[src/rtl/tev_uart_pkg.sv]
package tev_uart_pkg;
    localparam int ADDR_W   = 12;
    localparam int DATA_W   = 32;
    localparam int BYTE_W   = 8;
    localparam int RX_DEPTH = 6;
    localparam int NUM_EVT  = 4;
    localparam int NUM_PIN  = 4;
    localparam int ERR_W    = 4;

    localparam logic [DATA_W-1:0] PIN_RST  = 32'hFFFF_FFFF;
    localparam logic [DATA_W-1:0] BAUD_RST = 32'h0400_0000;

    localparam logic [ADDR_W-1:0] OFS_RX_START = 12'h000;
    localparam logic [ADDR_W-1:0] OFS_RX_STOP  = 12'h004;
    localparam logic [ADDR_W-1:0] OFS_TX_START = 12'h008;
    localparam logic [ADDR_W-1:0] OFS_TX_STOP  = 12'h00C;
    localparam logic [ADDR_W-1:0] OFS_EVT_BASE = 12'h100;
    localparam logic [ADDR_W-1:0] OFS_IEN      = 12'h200;
    localparam logic [ADDR_W-1:0] OFS_IEN_SET  = 12'h204;
    localparam logic [ADDR_W-1:0] OFS_IEN_CLR  = 12'h208;
    localparam logic [ADDR_W-1:0] OFS_ERRSRC   = 12'h280;
    localparam logic [ADDR_W-1:0] OFS_ENABLE   = 12'h300;
    localparam logic [ADDR_W-1:0] OFS_RXD      = 12'h304;
    localparam logic [ADDR_W-1:0] OFS_TXD      = 12'h308;
    localparam logic [ADDR_W-1:0] OFS_BAUD     = 12'h30C;
    localparam logic [ADDR_W-1:0] OFS_PIN_BASE = 12'h310;

    localparam int EV_RXRDY = 0;
    localparam int EV_TXRDY = 1;
    localparam int EV_ERR   = 2;
    localparam int EV_RXTMO = 3;
endpackage

[src/rtl/tev_uart_rxbuf.sv]
module tev_uart_rxbuf #(
    parameter int DEPTH  = 6,
    parameter int BYTE_W = 8,
    localparam int PTR_W = (DEPTH > 1) ? $clog2(DEPTH) : 1,
    localparam int CNT_W = $clog2(DEPTH + 1)
) (
    input  logic              clk,
    input  logic              rst_n,
    input  logic              push,
    input  logic [BYTE_W-1:0] push_data,
    input  logic              pop,
    output logic [BYTE_W-1:0] head_data,
    output logic [CNT_W-1:0]  count,
    output logic              full,
    output logic              empty
);
    localparam logic [CNT_W-1:0] DEPTH_C = CNT_W'(DEPTH);
    localparam logic [PTR_W:0]   DEPTH_P = (PTR_W + 1)'(DEPTH);
    localparam logic [PTR_W-1:0] LAST_P  = PTR_W'(DEPTH - 1);

    typedef struct packed {
        logic [DEPTH-1:0][BYTE_W-1:0] mem;
        logic [PTR_W-1:0]             head;
        logic [CNT_W-1:0]             count;
    } buf_t;

    buf_t s_d, s_q;
    logic [PTR_W:0]   tail_sum;
    logic [PTR_W-1:0] tail;

    always_comb begin
        s_d      = s_q;
        tail_sum = {1'b0, s_q.head} + (PTR_W + 1)'(s_q.count);
        if (tail_sum >= DEPTH_P) begin
            tail_sum = tail_sum - DEPTH_P;
        end
        tail = tail_sum[PTR_W-1:0];
        if (push) begin
            s_d.mem[tail] = push_data;
        end
        if (pop) begin
            s_d.head = (s_q.head == LAST_P) ? '0 : s_q.head + 1'b1;
        end
        case ({push, pop})
            2'b10:   s_d.count = s_q.count + 1'b1;
            2'b01:   s_d.count = s_q.count - 1'b1;
            default: s_d.count = s_q.count;
        endcase
    end

    always_ff @(posedge clk) begin
        if (!rst_n) begin
            s_q <= '0;
        end else begin
            s_q <= s_d;
        end
    end

    assign head_data = s_q.mem[s_q.head];
    assign count     = s_q.count;
    assign full      = (s_q.count == DEPTH_C);
    assign empty     = (s_q.count == '0);

    p_no_overflow_r6: assert property (@(posedge clk) disable iff (!rst_n)
        s_q.count <= DEPTH_C);
    p_push_not_full_r6: assert property (@(posedge clk) disable iff (!rst_n)
        push |-> !full);
    p_pop_not_empty_r7: assert property (@(posedge clk) disable iff (!rst_n)
        pop |-> !empty);
    p_pushpop_count_r12: assert property (@(posedge clk) disable iff (!rst_n)
        (push && pop) |=> (s_q.count == $past(s_q.count)));
endmodule

[src/rtl/tev_uart_txhold.sv]
module tev_uart_txhold #(
    parameter int BYTE_W = 8
) (
    input  logic              clk,
    input  logic              rst_n,
    input  logic              load,
    input  logic [BYTE_W-1:0] load_data,
    input  logic              tx_ready,
    output logic              tx_valid,
    output logic [BYTE_W-1:0] tx_data,
    output logic              done
);
    typedef struct packed {
        logic              pending;
        logic [BYTE_W-1:0] data;
    } hold_t;

    hold_t s_d, s_q;

    always_comb begin
        s_d = s_q;
        if (s_q.pending && tx_ready) begin
            s_d.pending = 1'b0;
        end
        if (load) begin
            s_d.pending = 1'b1;
            s_d.data    = load_data;
        end
    end

    always_ff @(posedge clk) begin
        if (!rst_n) begin
            s_q <= '0;
        end else begin
            s_q <= s_d;
        end
    end

    assign tx_valid = s_q.pending;
    assign tx_data  = s_q.data;
    assign done     = s_q.pending && tx_ready;

    p_load_idle_r5: assert property (@(posedge clk) disable iff (!rst_n)
        load |-> !tx_valid);
    p_hold_byte_r5: assert property (@(posedge clk) disable iff (!rst_n)
        (tx_valid && !tx_ready) |=> (tx_valid && $stable(tx_data)));
endmodule

[src/rtl/tev_uart_irq.sv]
module tev_uart_irq #(
    parameter int NUM_EVT = 4
) (
    input  logic [NUM_EVT-1:0] evt,
    input  logic [NUM_EVT-1:0] ien,
    output logic               irq
);
    logic [NUM_EVT-1:0] hit;

    for (genvar i = 0; i < NUM_EVT; i++) begin : g_term
        assign hit[i] = evt[i] & ien[i];
    end

    assign irq = |hit;
endmodule

[src/rtl/tev_uart_regs.sv]
module tev_uart_regs
    import tev_uart_pkg::*;
(
    input  logic              clk,
    input  logic              rst_n,
    input  logic [11:0]       bus_addr,
    input  logic              bus_wr,
    input  logic              bus_rd,
    input  logic [31:0]       bus_wdata,
    output logic [31:0]       bus_rdata,
    input  logic              rxb_valid,
    input  logic [7:0]        rxb_data,
    output logic              rxb_ready,
    output logic              txb_valid,
    output logic [7:0]        txb_data,
    input  logic              txb_ready,
    input  logic              line_break,
    output logic              irq
);
    localparam int CNT_W = $clog2(RX_DEPTH + 1);

    typedef struct packed {
        logic [DATA_W-1:0]              enable;
        logic [DATA_W-1:0]              baud;
        logic [NUM_PIN-1:0][DATA_W-1:0] pinsel;
        logic [NUM_EVT-1:0]             ien;
        logic [NUM_EVT-1:0]             evt;
        logic [ERR_W-1:0]               errsrc;
        logic                           rx_started;
        logic                           tx_started;
    } regs_t;

    regs_t s_d, s_q;

    logic [ADDR_W-1:0] off;
    logic              enabled, wr_ok;
    logic              rx_start, rx_stop, tx_start, tx_stop;
    logic              txd_load, rx_push, rx_pop;
    logic              in_evt, in_pin;
    logic [1:0]        sub_idx;
    logic [BYTE_W-1:0] rx_head;
    logic [CNT_W-1:0]  rx_count;
    logic              rx_full, rx_empty, tx_done;

    assign off       = bus_addr & ~ADDR_W'(3);
    assign enabled   = (s_q.enable != '0);
    assign wr_ok     = bus_wr && (enabled || off == OFS_ENABLE);
    assign rx_start  = wr_ok && (off == OFS_RX_START) && bus_wdata[0];
    assign rx_stop   = wr_ok && (off == OFS_RX_STOP) && bus_wdata[0];
    assign tx_start  = wr_ok && (off == OFS_TX_START) && bus_wdata[0];
    assign tx_stop   = wr_ok && (off == OFS_TX_STOP) && bus_wdata[0];
    assign txd_load  = wr_ok && (off == OFS_TXD) && s_q.tx_started && !txb_valid;
    assign rxb_ready = s_q.rx_started && !rx_full;
    assign rx_push   = rxb_valid && rxb_ready;
    assign rx_pop    = bus_rd && (off == OFS_RXD) && s_q.rx_started && !rx_empty;
    assign in_evt    = (off[ADDR_W-1:4] == OFS_EVT_BASE[ADDR_W-1:4]);
    assign in_pin    = (off[ADDR_W-1:4] == OFS_PIN_BASE[ADDR_W-1:4]);
    assign sub_idx   = off[3:2];

    tev_uart_rxbuf #(.DEPTH(RX_DEPTH), .BYTE_W(BYTE_W)) rxbuf_i (
        .clk(clk), .rst_n(rst_n),
        .push(rx_push), .push_data(rxb_data), .pop(rx_pop),
        .head_data(rx_head), .count(rx_count), .full(rx_full), .empty(rx_empty)
    );

    tev_uart_txhold #(.BYTE_W(BYTE_W)) txhold_i (
        .clk(clk), .rst_n(rst_n),
        .load(txd_load), .load_data(bus_wdata[BYTE_W-1:0]), .tx_ready(txb_ready),
        .tx_valid(txb_valid), .tx_data(txb_data), .done(tx_done)
    );

    tev_uart_irq #(.NUM_EVT(NUM_EVT)) irq_i (
        .evt(s_q.evt), .ien(s_q.ien), .irq(irq)
    );

    // Software writes first, hardware event sets last so they win.
    always_comb begin
        s_d = s_q;
        if (wr_ok) begin
            case (off)
                OFS_IEN:     s_d.ien    = bus_wdata[NUM_EVT-1:0];
                OFS_IEN_SET: s_d.ien    = s_q.ien | bus_wdata[NUM_EVT-1:0];
                OFS_IEN_CLR: s_d.ien    = s_q.ien & ~bus_wdata[NUM_EVT-1:0];
                OFS_ERRSRC:  s_d.errsrc = s_q.errsrc & ~bus_wdata[ERR_W-1:0];
                OFS_ENABLE:  s_d.enable = bus_wdata;
                OFS_BAUD:    s_d.baud   = bus_wdata;
                default:     ;
            endcase
            if (in_evt) begin
                s_d.evt[sub_idx] = bus_wdata[0];
            end
            if (in_pin) begin
                s_d.pinsel[sub_idx] = bus_wdata;
            end
        end
        if (rx_start) s_d.rx_started = 1'b1;
        if (tx_start) s_d.tx_started = 1'b1;
        if (tx_stop)  s_d.tx_started = 1'b0;
        if (rx_stop) begin
            s_d.rx_started      = 1'b0;
            s_d.evt[EV_RXTMO]   = 1'b1;
        end
        if (rx_push || (rx_pop && rx_count > CNT_W'(1))) begin
            s_d.evt[EV_RXRDY] = 1'b1;
        end
        if (tx_done) begin
            s_d.evt[EV_TXRDY] = 1'b1;
        end
        if (line_break) begin
            s_d.errsrc      = s_d.errsrc | ERR_W'(3);
            s_d.evt[EV_ERR] = 1'b1;
        end
    end

    always_ff @(posedge clk) begin
        if (!rst_n) begin
            s_q        <= '0;
            s_q.baud   <= BAUD_RST;
            s_q.pinsel <= {NUM_PIN{PIN_RST}};
        end else begin
            s_q <= s_d;
        end
    end

    always_comb begin
        bus_rdata = '0;
        case (off)
            OFS_IEN:    bus_rdata = DATA_W'(s_q.ien);
            OFS_ERRSRC: bus_rdata = DATA_W'(s_q.errsrc);
            OFS_ENABLE: bus_rdata = s_q.enable;
            OFS_RXD:    bus_rdata = DATA_W'(rx_head);
            OFS_BAUD:   bus_rdata = s_q.baud;
            default:    ;
        endcase
        if (in_evt) bus_rdata = DATA_W'(s_q.evt[sub_idx]);
        if (in_pin) bus_rdata = s_q.pinsel[sub_idx];
    end

    p_irq_off_r2: assert property (@(posedge clk) disable iff (!rst_n)
        (s_q.ien == '0) |-> !irq);
    p_disabled_r4: assert property (@(posedge clk) disable iff (!rst_n)
        (bus_wr && !enabled && off != OFS_ENABLE) |=> $stable(s_q.ien));
    p_stop_rx_r8: assert property (@(posedge clk) disable iff (!rst_n)
        rx_stop |=> (!rxb_ready && s_q.evt[EV_RXTMO]));
    p_stop_tx_r8: assert property (@(posedge clk) disable iff (!rst_n)
        tx_stop |=> (!s_q.tx_started && $stable(s_q.rx_started)));
    p_break_r10: assert property (@(posedge clk) disable iff (!rst_n)
        line_break |=> (s_q.evt[EV_ERR] && s_q.errsrc[1:0] == 2'b11));
    p_push_event_r6: assert property (@(posedge clk) disable iff (!rst_n)
        rx_push |=> s_q.evt[EV_RXRDY]);
endmodule

[config.mk]
export PLATFORM = sky130hd
export DESIGN_NAME = tev_uart_regs
export DESIGN_NICKNAME = d
export VERILOG_FILES = /design/src/rtl/tev_uart_pkg.sv /design/src/rtl/tev_uart_rxbuf.sv /design/src/rtl/tev_uart_txhold.sv /design/src/rtl/tev_uart_irq.sv /design/src/rtl/tev_uart_regs.sv
export SDC_FILE = /design/constraint.sdc
export NUM_CORES = 1
export LEC_CHECK = 0
export BUFFER_PORTS_ARGS = -buffer_cell sky130_fd_sc_hd__buf_4
export CAP_MARGIN = 10
export CELL_PAD_IN_SITES_DETAIL_PLACEMENT = 0
export CELL_PAD_IN_SITES_GLOBAL_PLACEMENT = 1
export CORE_UTILIZATION = 26
export DETAILED_ROUTE_END_ITERATION = 8
export PLACE_DENSITY_LB_ADDON = 0.1
export SLEW_MARGIN = 15
export SYNTH_ARGS = -nofsm -noshare
export SYNTH_HDL_FRONTEND = slang
export SYNTH_HIERARCHICAL = 1
export SYNTH_SLANG_ARGS = --single-unit
[constraint.sdc]
create_clock -name clk -period 3.7 [get_ports clk]
set_input_delay 0.185 -clock clk [delete_from_list [all_inputs] [get_ports clk]]
set_output_delay 0.185 -clock clk [all_outputs]
set_load 0.02 [all_outputs]
==> impl.org, run 1 <==
** Outcome
- Run status :: complete, no violations

** Pwr
- Highest ir drop seen on vdd :: approximately 240 uV
- Power per unit of standard cell area :: roughly 450 nW/um2
- Leakage component of the power :: between 6 and 7 nW

** Global routing
- Global routing used 2.73% of the available met3 tracks.
- Met1 usage in global routing :: between 20% and 30%
- Global routing used roughly 17% of the available tracks.
- For met2 alone, demand over resource in global routing was approximately 27%.
- Sum of overflow across all layers after global routing :: 0
- Layer carrying the most global-route usage :: met2
- Antenna violations before repair :: 0
- The number of global-route vias before repair was 9748.
- First-pass GRT wire length :: 61500 um
- Entering global routing, the biggest net connects 89 pins.

** Layout
- Final non-filler cell total :: 2080
- In the final layout, the share of cells above drive strength 1 is 17.4%.
- For this run, the post-layout net count is about 1500.
- Area taken by multi-input logic gates :: 6190 um2
- Relative to the synthesized area, the layout overhead comes to 25.0%.
- Post-Layout Inst Area :: 15000 um2
- Footprint of the flip-flops and latches :: 5390 um2
- Number of diodes :: 0
- Filler instances :: between 4000 and 5000

** Clock network
- Source-to-sink clock delay at the later pin of the worst-skew pair :: 0.55 ns
- The tree is rooted in a sky130_fd_sc_hd__clkbuf_16.
- Counting the buffers created by CTS gives 34.
- TritonCTS built the clock tree.
- After clock tree synthesis, the clock-pin slew on the worst setup and hold paths is 0.06 ns.
- In this run, post-CTS repair resized a total of 0 instances.
- Max Root-Sink Buffers :: 3
- H-tree level count :: 2
- TritonCTS Sinks :: approximately 270

** Floorplan
- Number of standard-cell rows in the floorplan :: 78
- The floorplan step defined a core boundary enclosing 45500 um2.
- For this configuration, the core starts out at a cell density of 26.5%.
- Die span in x :: roughly 220 um
- Measured along the y axis, the die boundary spans 217 um.
- Die outline area :: 47100 um2
- I/O pin count :: 102

** Worst setup path
- At the worst endpoint, the required time is 4.19 ns.
- Critical path's largest stage delay :: 0.61 ns
- The critical path is of the flop to flop type.
- Data on the critical path arrives at its endpoint at 3.68 ns.
- In this design, the largest share of critical-path delay is due to simple AND/OR/NAND/NOR gates.
- Count of buffering cells on the critical path with inverters included :: 2
- Crit. End Element :: flop
- Critical path startpoint category :: flop
- Cell breakdown of the critical path :: nor4_1 > nand4_1 > buf_4 > or3_1 > and3_1 > a31oi_1 > dlygate4sd3_1
- Worst-path cell with the longest stage delay :: sky130_fd_sc_hd__nor4_1
- Highest net fanout along the worst path :: 13

** STA
- Transition at the pin with the smallest max-transition slack :: 0.974 ns
- Final setup violation count :: 0
- Final number of max-transition violations :: 0
- Final Skew :: 0.0169 ns
- Worst slew margin relative to its limit :: 34.5%
- Max Clk Rate :: 313 MHz
- For the final routed database, the setup TNS stands at 0 ns.
- Unrepaired setup endpoints after global routing :: false
- Dividing the final minimum period by the clock period gives 86.4%.
- Tmin final :: 3.20 ns
- Final-report hold violation count :: 0

** Worst hold path
- The path class of the tightest hold or removal check is input port to flop.

** Drt
- In the routed layout, each cell is associated on average with a via count of 4.79.
- For this run, design rule violations remaining after detail routing come to 0.
- Detailed-routing iteration count for the pre-antenna-repair pass :: 5
- For this block, the initial DRC count from the detailed router was 611.
- Wires add up to 40000 um.
- In the final routed layout, each cell accounts on average for roughly 19 um.
- DRT antenna net count :: 0
- The routed layout has approximately 10000 vias.

** Placement
- RD Place Congestion :: 0.745
- Counting tap cells, the placed design contains a total of 1988 instances.
- The placed instances occupy a cell area of approximately 13000 um2.
- Detailed placement HPWL :: 24500 um
- Buffers added on ports :: 99

** Job
- Count of maximum capacitance violations :: 0

** Synthesis
- Syn Nets :: 1420
- Netlist Area Pre-Place :: between 10000 and 15000 um2
- Post-Syn Instances :: 1355
- Yosys warns :: 6
- Averaged over all synthesized cells, the footprint is 8.88 um2.
-- power breakdown --
group	internal [mW]	leakage, nW	total, mW	switching, mW
clock	2.27	0.592	3.59	1.33
combinational	0.106	3.56	0.288	0.182
sequential	2.90	2.17	2.90	0.00165
total	5.27	6.32	6.78	1.51
-- registers in the layout, summed over array words and instances, names as in the netlist --
name and flops:
s_q 206, rxbuf_i/s_q 51, txhold_i/tx_data 8, rxbuf_i/count 3
txhold_i/tx_valid 1
-- final timing paths --
path	endpoint	cells past startpoint	startpoint	slack [ns]
setup / recovery	s_q[3]	7	s_q[184]	0.50
setup reg to reg	s_q[3]	7	s_q[184]	0.50
hold reg to reg	s_q[4]	2	s_q[4]	0.44
hold / removal	rxbuf_i/s_q[52]	3	rxb_data[6]	0.03
-- repair_timing --
item | CTS | global route
endpoints found under the setup margin | 0 | 0
hold buffers | 35 | 0
endpoints found under the hold margin | 185 | 0
setup buffers | 0 | 0
-- layout by cell type (no fill, tap or decap), types with 35 or more instances in the layout --
| master | instances |
|---|---|
| sky130_fd_sc_hd__nand2_1 | 426 |
| sky130_fd_sc_hd__dfxtp_1 | 269 |
| sky130_fd_sc_hd__buf_4 | 134 |
| sky130_fd_sc_hd__nand3_1 | 119 |
| sky130_fd_sc_hd__mux2i_1 | 94 |
| sky130_fd_sc_hd__a21oi_1 | 41 |
| sky130_fd_sc_hd__mux4_2 | 40 |
| sky130_fd_sc_hd__o21ai_0 | 37 |
| sky130_fd_sc_hd__clkbuf_16 | 37 |
| sky130_fd_sc_hd__dlygate4sd3_1 | 35 |
-- worst register-to-register path: stages, from the launching register on --
cell	delay [ns]
sky130_fd_sc_hd__dfxtp_1	0.34
sky130_fd_sc_hd__nor4_1	0.62
sky130_fd_sc_hd__nand4_1	0.36
sky130_fd_sc_hd__buf_4	0.32
sky130_fd_sc_hd__or3_1	0.47
sky130_fd_sc_hd__and3_1	0.31
sky130_fd_sc_hd__a31oi_1	0.18
sky130_fd_sc_hd__dlygate4sd3_1	0.56
-- routing by layer --
metal / wire length (um) / vias up / share of wire [%]
met5: 0 / - / 0
met1: 19400 / 4787 / 48
met4: 845 / 0 / 2.1
met3: 1600 / 56 / 4.0
li1: - / 4946 / -
met2: 18200 / 184 / 45
-- area by class of cell --
cell class / instances / area share [%]
inverter: 17 / 0.424
clock buffer: 51 / 7.10
clock inverter: 6 / 0.890
sequential: 269 / 35.8
tap: 600 / 4.99
multi-input combinational: 963 / 41.2
timing repair buffer: 174 / 9.61
-- stage by stage --
stage | hold WS [ns] | total power [mW] | util (%) | worst slack [ns]
detailed placement | 0.429 | 3.23 | 29.7 | 0.474
CTS | 0.0108 | 6.91 | 33.1 | 0.492
global route | 0.0530 | 7.04 | 33.1 | 0.314
floorplan | 0.272 | 3.08 | - | 0.539
finish | 0.0322 | 6.78 | 33.1 | 0.504
global placement | 0.421 | 3.23 | 29.6 | 0.493
Note: power is estimated with default switching activity, not from simulation.
==> run 2, diff against run 1 <==
Settings changed: GPL_TIMING_DRIVEN set to 0, PLACE_DENSITY_LB_ADDON 0.1 to 0.15, SYNTH_HIERARCHICAL 1 to unset.
==> run 2 against run 1 <==
Global-route usage rose by 2.7 points. Final area barely moved. Count of clock-buffer cells in the layout fell by 2. Highest routed layer is now met5. Critical endpoint is now bus_rdata[0]. Synthesized area rose by 1.1%. Total power fell by 4.2%. Register-to-register slack got worse by 0.26 ns. Via count rose by 9.1%. Sequential share of layout area barely moved. First-iteration DRC count rose by 36%.
==> impl.org, run 2 <==
** Outcome
- Run status :: complete, no violations (unchanged)

** Worst setup path
- End of the worst register-to-register path :: s_q[151] (was s_q[3])
- Cell with the most instances on the worst path :: sky130_fd_sc_hd__buf_4
- Cell type group with the largest total delay on the critical path :: buffers and inverters (was simple AND/OR/NAND/NOR gates)
- The count of cell instances traversed by the critical path is 9 (was 7).
- RR Startpoint :: s_q[185] (was s_q[184])
- The required time of the critical path came to 3.51 ns (was 4.19 ns).
- Count of buffering cells on the critical path with inverters included :: 5 (was 2)
- Cell breakdown of the critical path: buf_4 > or4_4 > buf_6 > nor2_1 > clkbuf_1 > buf_1 > nand2_1 > o21ai_0 > buf_4 (was nor4_1 > nand4_1 > buf_4 > or3_1 > and3_1 > a31oi_1 > dlygate4sd3_1).
- Setup slack, reg-to-reg :: 0.24 ns (was 0.50 ns)
- FF-to-FF path depth :: 5 (was 7)
- The slowest cell on the critical path is sky130_fd_sc_hd__clkbuf_1 (was sky130_fd_sc_hd__nor4_1).
- The classification of the worst setup path was input port to primary output (was flop to flop).
- Critical path startpoint category :: input port (was flop)
- Critical Path AT :: 3.31 ns (was 3.68 ns)
- Highest net fanout along the worst path :: 10 (was 13)
- The kind of capture point of the worst setup path is a primary output (was flop).
- Critical Path Start :: bus_addr[11] (was s_q[184])
- The longest individual stage delay on the worst path came to 0.77 ns (was 0.61 ns).
- Timing endpoint of the critical path :: bus_rdata[0] (was s_q[3])

** Layout
- Final net count :: 1644 (was 1524)
- The number of inserted diodes is 0 (unchanged).
- Layout Utilization :: 32.8% (was 33.1%)
- Most common cell after layout, fill and taps aside :: sky130_fd_sc_hd__nand2_1 (unchanged)
- The post-route cell area was 15000 um2 (about the same).
- The fill cell instance count of the final layout came to 4811 (was 4760).
- The area overhead of the layout relative to synthesis was 23.5% (was 25.0%).
- Most flop-heavy register :: s_q (unchanged)
- Layout cells sized above 1 :: 14.8% (was 17.4%)
- Flip-flop count of the largest register after layout :: 206 (unchanged)
- Most frequent cells in the layout :: sky130_fd_sc_hd__nand2_1, sky130_fd_sc_hd__dfxtp_1, sky130_fd_sc_hd__nand3_1, sky130_fd_sc_hd__buf_4, sky130_fd_sc_hd__clkbuf_1 (was sky130_fd_sc_hd__nand2_1, sky130_fd_sc_hd__dfxtp_1, sky130_fd_sc_hd__buf_4, sky130_fd_sc_hd__nand3_1, sky130_fd_sc_hd__mux2i_1)

** Floorplan
- Core Region :: 45800 um2 (was 45500 um2)
- The total number of placement rows came to 78 (unchanged).
- I/O pin count :: 102 (unchanged)
- Initial Util :: 26.6% (was 26.5%)
- Vert. Die Dim :: 218 um (was 217 um)
- Die outline area :: 47700 um2 (was 47100 um2)
- Die span in x :: 218 um (was 217 um)

** Clock network
- Buffer type at the clock tree root :: sky130_fd_sc_hd__clkbuf_16 (unchanged)
- Clock transition at the registers of the reported paths :: 0.06 ns (about the same)
- The maximum buffer depth of the clock tree was 3 (unchanged).
- The clock sink count is 269 (unchanged).
- Number of buffers added by the clock tree synthesis step :: 34 (unchanged)
- H-tree level count :: 2 (unchanged)
- The TritonCTS clock tree is built (unchanged).
- Source-to-sink clock delay at the later pin of the worst-skew pair :: 0.54 ns (was 0.55 ns)

** Synthesis
- The synthesized netlist devotes 10.6% of its cell area to compound gates.
- The portion of synthesized area spent on multiplexers is roughly an eighth.
- The synthesized design spends more area on one cell type than any other, namely sky130_fd_sc_hd__dfxtp_1.
- The number of instances in the synthesized netlist was 1415 (was 1355).
- Top cell types by occurrence after synthesis :: sky130_fd_sc_hd__nand2_1, sky130_fd_sc_hd__dfxtp_1, sky130_fd_sc_hd__nand3_1, sky130_fd_sc_hd__mux2i_1, sky130_fd_sc_hd__clkbuf_1
- Counting distinct cell types in the post-synthesis netlist gives 65.
- Post-synthesis share of cell area spent on and, or, nand and nor gates :: 26.1%
- The mean post-synth cell area came to 8.60 um2 (was 8.88 um2).
- For this run, the register share of the synthesized area comes to between 40% and 50%.
- Number of enable flip-flop cells after synthesis :: 0
- XOR/XNOR Fraction of Synth Area :: 0.432%
- The post-synth design cell area was 12200 um2 (was 12000 um2).
- The share of synthesized area in the top cell type comes to 44.2%.
- Counting flops with an async set or reset pin after synthesis yields a share of 0%.
- Summing the areas of all fa, ha and maj instances in the mapped netlist gives 1.09% of the synthesized area.
- Yosys instantiated no cell more often than sky130_fd_sc_hd__nand2_1.
- In the synthesized netlist the dominant register cell turns out to be sky130_fd_sc_hd__dfxtp_1.
- Ranked by total cell area, the synthesized netlist is headed by sky130_fd_sc_hd__dfxtp_1, sky130_fd_sc_hd__nand2_1, sky130_fd_sc_hd__mux4_2.
- Total of flip-flops plus latches after synthesis :: between 200 and 300
- The post-synth net total was 1484 (was 1420).
- The count of warnings emitted by yosys came to 0 (was 6).
- Dominant combinational cell family by area after synthesis :: simple AND/OR/NAND/NOR gates

** Worst hold path
- The worst min-delay path category is input port to flop (unchanged).

** STA
- Final period utilization :: 94.3% (was 86.4%)
- Max Clk Rate :: 287 MHz (was 313 MHz)
- Tmin final :: 3.49 ns (was 3.20 ns)
- The count of pins over their slew limit is 0 (unchanged).
- Worst slew margin relative to its limit :: 23.7% (was 34.5%)
- Final-report hold violation count :: 0 (unchanged)
- Final setup violation count :: 0 (unchanged)
- Transition at the pin with the smallest max-transition slack :: 1.14 ns (was 0.974 ns)
- Final WS setup :: 0.210 ns (was 0.504 ns)
- Final Skew :: 0.0125 ns (was 0.0169 ns)
- Unrepaired setup endpoints after global routing :: false (unchanged)

** Placement
- Worst slack at placement :: -0.0819 ns (was 0.474 ns)
- The standard cell area after detailed placement was 13600 um2 (was 13500 um2).
- The post-DP HPWL is 33200 um (was 24500 um).
- Buffers added on ports :: 94 (was 99)
- The final weighted congestion of routability-driven global placement is 0.828 (was 0.745).

** Drt
- The initial DRC count was 832 (was 611).
- DRC violations left :: 0 (unchanged)
- Vias post-DR :: 10900 (was 9973)
- Routed wirelength normalized by instance count :: 21.4 um (was 19.2 um)
- DRT antenna net count :: 0 (unchanged)
- Detailed-routing iteration count for the pre-antenna-repair pass :: 5 (unchanged)
- DRT Wirelength :: 47000 um (was 40000 um)
- Detailed-route vias per instance :: 4.96 (was 4.79)

** Pwr
- The power per unit of standard cell area came to 432 nW/um2 (was 451 nW/um2).
- Highest ir drop seen on vdd :: 335 uV (was 239 uV)
- Leakage component of the power :: 6.07 nW (was 6.32 nW)
- Tot Pwr :: 6.50 mW (was 6.78 mW)

** Global routing
- Largest net degree at the start of global routing :: 13 (was 89)
- The initial antenna violation count was 1 (was 0).
- The number of global-route vias before repair is 10600 (was 9748).
- The combined global-route utilization of all metal layers came to 19.9% (was 17.2%).
- Sum of overflow across all layers after global routing :: 0 (unchanged)
- The first-pass GRT wire length came to 70300 um (was 61500 um).

** Job
- Count of maximum capacitance violations :: 0 (unchanged)
## run 2: cell count changes in the layout (fill, tap and decap cells not counted), moves of 22 or more
cell / before / now
sky130_fd_sc_hd__a21boi_0: 1 / 27
sky130_fd_sc_hd__a21oi_1: 41 / 8
sky130_fd_sc_hd__buf_2: 0 / 22
sky130_fd_sc_hd__buf_4: 134 / 95
sky130_fd_sc_hd__clkbuf_1: 5 / 73
sky130_fd_sc_hd__mux2i_1: 94 / 68
sky130_fd_sc_hd__nand2_1: 426 / 480
sky130_fd_sc_hd__nand3_1: 119 / 165
## run 2: metal layers
layer  GRT usage [%]  vias to the layer above  share of wire [%]
li1                -                     5246                  -
met1            27.1                     5320                 47
met2            32.9                      262                 47
met3            2.85                       55                4.2
met4            4.50                        2                1.8
met5               0                        -              0.030
## run 2: worst min-delay path by stage
stage          slack, ns        to     startpoint  cells after the start
2_1_floorplan       0.31  s_q[106]  bus_wdata[28]                      2
3_3_place_gp        0.42    s_q[5]         s_q[5]                      2
3_5_place_dp        0.43    s_q[5]         s_q[5]                      2
4_1_cts            0.002    s_q[5]   bus_wdata[3]                      2
5_1_grt             0.02    s_q[5]   bus_wdata[3]                      2
6_report            0.02    s_q[5]   bus_wdata[3]                      2
## run 2: cell families after synthesis
group,count (synthesis)
muxes,109
AOI/OAI and AO/OA,173
DFF,269
xor gates and xnor gates,6
and+or+nand+nor,728
buffers and inverters,120
adders and majority gates,10
## run 2: area by class of cell
| type | count | area [um2] | area share (%) |
|---|---|---|---|
| Buffer | 105 | 480 | 3.20 |
| Clock buffer | 49 | 998 | 6.64 |
| Clock inverter | 8 | 68.8 | 0.458 |
| Inverter | 15 | 56.3 | 0.375 |
| Multi-Input combinational cell | 1026 | 6280 | 41.8 |
| Sequential cell | 269 | 5390 | 35.8 |
| Tap cell | 600 | 751 | 5.00 |
| Timing Repair Buffer | 124 | 1010 | 6.69 |
## run 2: worst reg2reg max path, delay by kind of cell (launching register included)
| kind | cells | cell delay, ns |
|---|---|---|
| compound gates | 2 | 1.04 |
| buf+inv | 1 | 0.63 |
| simple gates | 2 | 1.31 |
| flops | 1 | 0.33 |
## run 2: metrics by stage
step           instances  hold slack (ns)  TNS, ns
5_1_grt             2196           0.0198        0
3_5_place_dp        2109            0.435   -0.695
4_1_cts             2196          0.00155        0
3_3_place_gp        2109            0.423  -0.0461
6_report            2196           0.0205        0
2_1_floorplan       1415            0.309        0
## run 2: report_power, final
group / internal, mW / switching (mW)
registers: 2.90 / 0.00398
logic: 0.114 / 0.220
clock network: 1.94 / 1.32
total: 4.95 / 1.55
## run 2: timing repair
item / CTS / global route
gates resized for setup: 1 / 5
setup endpoints to repair: 10 / 24
hold buffers: 30 / 0
endpoints found under the hold margin: 167 / 0
buffers inserted: 0 / 0
cloned: 0 / 0
